### src/rtl/tmr_pkg.sv
package tmr_pkg;
    typedef enum logic [1:0] {
        STEP_CLEAR   = 2'd0,
        STEP_HOLD    = 2'd1,
        STEP_ADVANCE = 2'd2
    } step_t;
endpackage

### src/rtl/tmr_voter.sv
module tmr_voter #(
    parameter int W = 16
) (
    input  logic [W-1:0] copy_a,
    input  logic [W-1:0] copy_b,
    input  logic [W-1:0] copy_c,
    output logic [W-1:0] voted,
    output logic         differ
);
    // bitwise two-of-three majority
    always_comb begin
        voted  = (copy_a & copy_b) | (copy_a & copy_c) | (copy_b & copy_c);
        differ = (copy_a != copy_b) || (copy_a != copy_c);
    end
endmodule

### src/rtl/tmr_replica.sv
module tmr_replica
    import tmr_pkg::*;
#(
    parameter int W = 16
) (
    input  logic         clk,
    input  step_t        step,
    input  logic [W-1:0] voted,
    input  logic         inj_hit,
    input  logic [W-1:0] inj_mask,
    output logic [W-1:0] q
);
    logic [W-1:0] flip;

    always_comb begin
        flip = inj_hit ? inj_mask : '0;
    end

    // next state always derived from the voted word, never from q itself
    always_ff @(posedge clk) begin
        unique case (step)
            STEP_CLEAR:   q <= '0;
            STEP_HOLD:    q <= voted ^ flip;
            STEP_ADVANCE: q <= (voted + W'(1)) ^ flip;
            default:      q <= '0;
        endcase
    end
endmodule

### src/rtl/tmr_counter.sv
module tmr_counter
    import tmr_pkg::*;
#(
    parameter int W     = 16,
    parameter int SEL_W = 2
) (
    input  logic             clk,
    input  logic             rst,
    input  logic             en,
    input  logic             inj_valid,
    input  logic [SEL_W-1:0] inj_sel,
    input  logic [W-1:0]     inj_mask,
    output logic [W-1:0]     count,
    output logic             mismatch
);
    localparam int COPIES = 3;
    localparam logic [W-1:0] ALL_ONES = {W{1'b1}};

    step_t        step;
    logic [W-1:0] copy_q [COPIES];
    logic [W-1:0] voted;
    logic         differ;

    // step action decoder: reset has priority over enable
    always_comb begin
        if (rst)     step = STEP_CLEAR;
        else if (en) step = STEP_ADVANCE;
        else         step = STEP_HOLD;
    end

    for (genvar i = 0; i < COPIES; i++) begin : g_copy
        logic hit;
        always_comb begin
            hit = inj_valid && (inj_sel == SEL_W'(i));
        end
        tmr_replica #(.W(W)) replica_i (
            .clk      (clk),
            .step     (step),
            .voted    (voted),
            .inj_hit  (hit),
            .inj_mask (inj_mask),
            .q        (copy_q[i])
        );
    end

    tmr_voter #(.W(W)) voter_i (
        .copy_a (copy_q[0]),
        .copy_b (copy_q[1]),
        .copy_c (copy_q[2]),
        .voted  (voted),
        .differ (differ)
    );

    always_comb begin
        count    = voted;
        mismatch = differ;
    end

    AST_RESET_CLEARS: assert property (@(posedge clk) disable iff (rst) $fell(rst) |-> (count == '0 && !mismatch));
    AST_ADVANCE_ONE: assert property (@(posedge clk) disable iff (rst) en |=> count == W'($past(count) + W'(1)));
    AST_HOLD_VALUE: assert property (@(posedge clk) disable iff (rst) !en |=> count == $past(count));
    AST_WRAP_ZERO: assert property (@(posedge clk) disable iff (rst) (en && count == ALL_ONES) |=> count == '0);
    AST_MISMATCH_CAUSE: assert property (@(posedge clk) disable iff (rst) !(inj_valid && inj_sel != SEL_W'(COPIES) && inj_mask != '0) |=> !mismatch);
endmodule

### config.mk
export PLATFORM = sky130hd
export DESIGN_NAME = tmr_counter
export DESIGN_NICKNAME = d
export VERILOG_FILES = /design/src/rtl/tmr_pkg.sv /design/src/rtl/tmr_voter.sv /design/src/rtl/tmr_replica.sv /design/src/rtl/tmr_counter.sv
export SDC_FILE = /design/constraint.sdc
export NUM_CORES = 1
export LEC_CHECK = 0
export ABC_AREA = 1
export CAP_MARGIN = 20
export CORE_MARGIN = 2
export CORE_UTILIZATION = 29
export CTS_CLUSTER_SIZE = 25
export DETAILED_ROUTE_END_ITERATION = 8
export GPL_ROUTABILITY_DRIVEN = 0
export HOLD_SLACK_MARGIN = 0.03
export PLACE_DENSITY = 0.45
export SKIP_CTS_REPAIR_TIMING = 1
export SLEW_MARGIN = 40
export SYNTH_ARGS = -nofsm -noshare
export SYNTH_HDL_FRONTEND = slang
export SYNTH_SLANG_ARGS = --single-unit
### constraint.sdc
create_clock -name clk -period 2 [get_ports clk]
set_input_delay 0.4 -clock clk [delete_from_list [all_inputs] [get_ports clk]]
set_output_delay 0.4 -clock clk [all_outputs]
set_load 0.01 [all_outputs]
**Word level (Yosys, flattened, before mapping)**

Cells that the tools add are included.

- Flip-flop bits (word level): 48

- Add/sub/neg operators: 1
- Eq/ne operators: 6
- Muxes and demuxes: 8
- Bitwise gates (word level): 11
- Reduce and logical (&&, ||, !) cells: 5

Operator list:

| kind | count |
|---|---|
| $pmux 16 s2 | 3 |
| $xor 16x16->16 | 6 |
| $and 16x16->16 | 3 |
| $mux 16 | 3 |
| $ne 16x16->1 | 2 |
| $or 16x16->16 | 2 |
| $add 16x1->16 const B | 1 |
| $eq 2x1->1 const B | 2 |
| $eq 2x2->1 const B | 2 |
| $mux 2 | 2 |
| $logic_and 1x1->1 | 3 |
| $logic_not 2->1 | 1 |
| $logic_or 1x1->1 | 1 |

**Depth between registers and ports, before layout**

- Depth in word-level cells: 6
- Depth in mapped cells: 14
- Depth with buffers taken out: 14

**Modules after synthesis**

From an unflattened synthesis, not the netlist that was laid out.

- Cell total of the unflattened synthesis: 561
- Area total of the unflattened synthesis: 3927.5 µm²

Modules (own cells, without submodules):

| module | instances | cells an instance | area an instance (µm²) |
|---|---|---|---|
| tmr_replica at g_copy[1].replica_i ... | 2 | 153 | 1074.8 |
| tmr_replica at g_copy[0].replica_i | 1 | 152 | 1021.0 |
| tmr_voter | 1 | 93 | 719.4 |
| tmr_counter | 1 | 10 | 37.5 |

**Least setup slack after synthesis**

OpenSTA, ideal clock, no wires.

- Kind: flip-flop to flip-flop
- From: register g_copy[2].replica_i.q[0]
- To: register g_copy[0].replica_i.q[12]
- Library setup time: 0.115 ns
- Data arrival time: 1.640 ns
- Data required time: 1.885 ns
- Path slack: 0.245 ns
- Stages on the path, launching flop included: 13
- Buffers on the path: 0
- Clock period less this slack: 1.755 ns
- Cell sequence: dfxtp_1 -> ha_1 -> nor2_1 -> nand2_1 -> ha_1 -> nand2_1 -> nor2_1 -> nand2_1 -> nor2_4 -> nand2_1 -> nand2_1 -> a21oi_1 -> nor2_1

- Longest elaborated chain between the ends: 6
- Elaborated cells on any way between the ends: 7
- Those cells by class: 1 x add/sub; 1 x mux; 5 x bitwise

RTL lines:

| item | line | text |
|---|---|---|
| start: declaration | tmr_replica.sv:11 | `output logic [W-1:0] q` |
| start signal: assignment | tmr_replica.sv:23 | `STEP_HOLD: q <= voted ^ flip;` |
| start signal: assignment | tmr_replica.sv:24 | `STEP_ADVANCE: q <= (voted + W'(1)) ^ flip;` |
| $and 16x16->16 | tmr_voter.sv:12 | `voted = (copy_a & copy_b) \| (copy_a & copy_c) \| (copy_b & copy_c);` |
| $or 16x16->16 | tmr_voter.sv:12 |  |
| $or 16x16->16 (*) | tmr_voter.sv:12 |  |
| named net count[0] | tmr_counter.sv:13 | `output logic [W-1:0] count,` |
| $add 16x1->16 (*) | tmr_replica.sv:24 |  |
| $xor 16x16->16 (*) | tmr_replica.sv:24 |  |
| $pmux 16 s2 (*) | tmr_replica.sv:21 | `unique case (step)` |
| end signal: assignment | tmr_replica.sv:23 |  |
| end signal: assignment | tmr_replica.sv:24 |  |
| end: declaration | tmr_replica.sv:11 |  |

Mark *: on every way through the listed nets, which the timed path passes. The rest lies on a longest branch.

**Final worst setup path**

- From: register g_copy[1].replica_i.q[13]
- To: output mismatch

- Longest elaborated chain between the ends: 2

RTL lines:

| item | line | text |
|---|---|---|
| start: declaration | tmr_replica.sv:11 |  |
| start signal: assignment | tmr_replica.sv:23 |  |
| start signal: assignment | tmr_replica.sv:24 |  |
| $ne 16x16->1 | tmr_voter.sv:13 | `differ = (copy_a != copy_b) \|\| (copy_a != copy_c);` |
| $logic_or 1x1->1 | tmr_voter.sv:13 |  |
| end: declaration | tmr_counter.sv:14 | `output logic mismatch` |

No other way between the ends.

==> summary.txt <==
STA
  – Worst Slack Setup Final: -0.189 ns
  – Count of pins over their slew limit: 0
  – Fin crit share: 109%
  – Clock period minus worst slack: 2.19 ns
  – Fin. Hold Viols: 0
  – Setup-failing EPs final: 1
  – Rel. slew slack: 68.1%
  – F_max: 457 MHz
  – RSZ-0062 raised after global routing: yes
  – Setup TNS: -0.189 ns
  – Slew of the pin with the lowest slew margin: 0.479 ns
  – Layout Skew: 0.00767 ns

Critical path
  – CP Capture Type: output pin
  – Worst r2r dst: g_copy[2].replica_i.q[6]
  – CP max FO: 2
  – R2R Setup Slk: 0.16 ns
  – Setup crit end: mismatch
  – Setup crit start kind: flop
  – Critical Path Source: g_copy[1].replica_i.q[13]
  – Worst path required time: 1.60 ns
  – Arrival time at the worst endpoint: 1.79 ns
  – Reg-to-Reg Start: g_copy[2].replica_i.q[0]
  – Critical path class: reg2out
  – Worst Reg-to-Reg Cells: 13

CTS
  – CTS tree: yes
  – Clock Path Buffers: 2
  – Reg clk slew, reported paths: 0.08 ns
  – Total CTS buffers: 5
  – H-tree depth: 2
  – # clock sinks: 48
  – Clock Latency Late Sink: 0.30 ns
  – CTS root buffer: clkbuf_8

Power
  – Leak Pwr: 2.23 nW
  – Power Density: 433 mW/mm2
  – Total design power: 1.84 mW
  – Peak VDD IR: 0.198 mV

Cells and area
  – Fraction of layout cells with a size suffix above 1: 17.6%
  – Fin util: 41.1%
  – Final std cells w/o fill: 677
  – Antenna Cells: 0
  – Largest regs: g_copy.replica_i.q: 48 flops
  – # nets final: 598
  – Synthesis-to-finish area growth: 37.4%
  – Largest register FFs: 48
  – Filler instances: 1,072
  – Largest register by flop count: g_copy.replica_i.q

Synth
  – Unique masters post-synth: 29
  – #FFs+latches synth: 48
  – Syn avg cell area: 6.51 um2
  – Yosys warns: 0
  – Register area share after synthesis: 31.1%
  – Syn_nets: 530
  – Post-synthesis instance total: 475
  – Synthesized area: 0.00309 mm2

Global routing
  – Largest net degree at the start of global routing: 45
  – Initial antenna violation count: 0
  – Vias in the first global route: 2,929
  – GRT Residual Overflow: 0
  – Gr usage total: 15.4%
  – First-pass GRT wire length: 13,800 um

Job
  – Max-Cap Viols: 0

Route
  – Iteration-0 DRC Markers: 75
  – DR DRC count: 0
  – Routed length per instance: 12.6 um
  – Vias/cell: 4.56
  – First-pass detailed-route iteration total: 4
  – Routed WL: 8560 um
  – Routed Antenna Nets: 0
  – Vias: 3,089

Die
  – Core area: 0.0103 mm2
  – I/O Pins: 39
  – Die X: 107 um
  – Chip height: 107 um
  – Starting Density: 29.9%
  – DIE AREA: 0.0115 mm2
  – Core Rows: 37

Placement
  – Worst slack, placed: -0.423 ns
  – Placed cell count: 672
  – IO buf count: 38
  – Final HPWL from detailed placement: 6570 um

Min path
  – Hold crit path type: reg2reg

Status
  – Status: finished with violations
  – Failing checks: setup timing
-- per-stage QoR --
stage	hold WS (ns)	cell area, um2
2_1_floorplan	0.469	3090
6_report	0.698	4250
5_1_grt	0.803	4250
4_1_cts	0.715	3930
3_3_place_gp	0.718	3860
3_5_place_dp	0.703	3860
-- worst min-delay path by stage --
stage                               endpoint  cells past startpoint  slack [ns]                     start
global route        g_copy[0].replica_i.q[4]                      3        0.80               inj_mask[4]
finish              g_copy[0].replica_i.q[4]                      5        0.70  g_copy[2].replica_i.q[4]
CTS                 g_copy[0].replica_i.q[4]                      5        0.72  g_copy[2].replica_i.q[4]
global placement    g_copy[0].replica_i.q[4]                      5        0.72  g_copy[2].replica_i.q[4]
detailed placement  g_copy[0].replica_i.q[4]                      5        0.70  g_copy[2].replica_i.q[4]
floorplan           g_copy[0].replica_i.q[4]                      1        0.47                       rst
-- where the power goes --
part	internal (mW)	leakage, nW	total [mW]	switching, mW
sequential	0.980	0.396	0.996	0.0164
clock	0.226	0.0359	0.523	0.297
combinational	0.162	1.80	0.320	0.158
total	1.37	2.23	1.84	0.471
-- worst max-delay path: stages (launching register included) --
cell and delay (ns):
dfxtp_1 0.32, ha_1 0.33, nor4_4 0.32, nand4_1 0.13
or2_4 0.28, buf_6 0.12
-- area by class of cell --
cell class,instances,area (um2),area share (%)
Sequential cell,48,978,23.0
Tap cell,136,170,4.01
Timing Repair Buffer,68,667,15.7
Clock buffer,5,68.8,1.62
Multi-Input combinational cell,374,2190,51.5
Inverter,46,173,4.07
-- layer usage --
layer	track usage, %	routed length (um)	part of all wire (%)
met1	20.4	4140	48
met2	26.0	3990	47
met3	2.43	299	3.5
met4	4.36	130	1.5
met5	0	0	0
-- cell usage after synthesis, drive strengths merged --
cell type	count	share of area, %
nand4	4	1.0
nand3b	3	0.97
clkbuf	3	0.36
nand3	29	4.7
buf	4	0.61
xor2	1	0.28
or2	1	0.20
dfxtp	48	31
nand2	121	15
a21oi	25	4.2
xnor2	3	1.3
ha	33	13
nor4	8	1.6
inv	46	5.6
nor2	122	15
nor3	2	0.32
and2	1	0.20
o21bai	1	0.36
o21ai	20	3.2
-- kinds of logic after synthesis --
logic type | Yosys count | share of synthesized area, %
and+or+nand+nor | 291 | 39.6
xor gates and xnor gates | 4 | 1.62
AOI/OAI and AO/OA | 46 | 7.77
buffers and inverters | 53 | 6.56
adders and majority gates | 33 | 13.4
DFF | 48 | 31.1
-- cell usage in the layout (no fill, tap or decap), types with 10 or more instances in the layout --
cell type        count
nor2_1             113
nand2_1            110
clkdlybuf4s50_1     23
dlymetal6s2s_1      14
dfxtp_1             36
ha_1                25
nand2_2             10
o21ai_0             16
nand3_1             27
a21oi_1             24
dfxtp_2             11
buf_4               28
inv_1               45
Power figures use the tool's default switching activity.
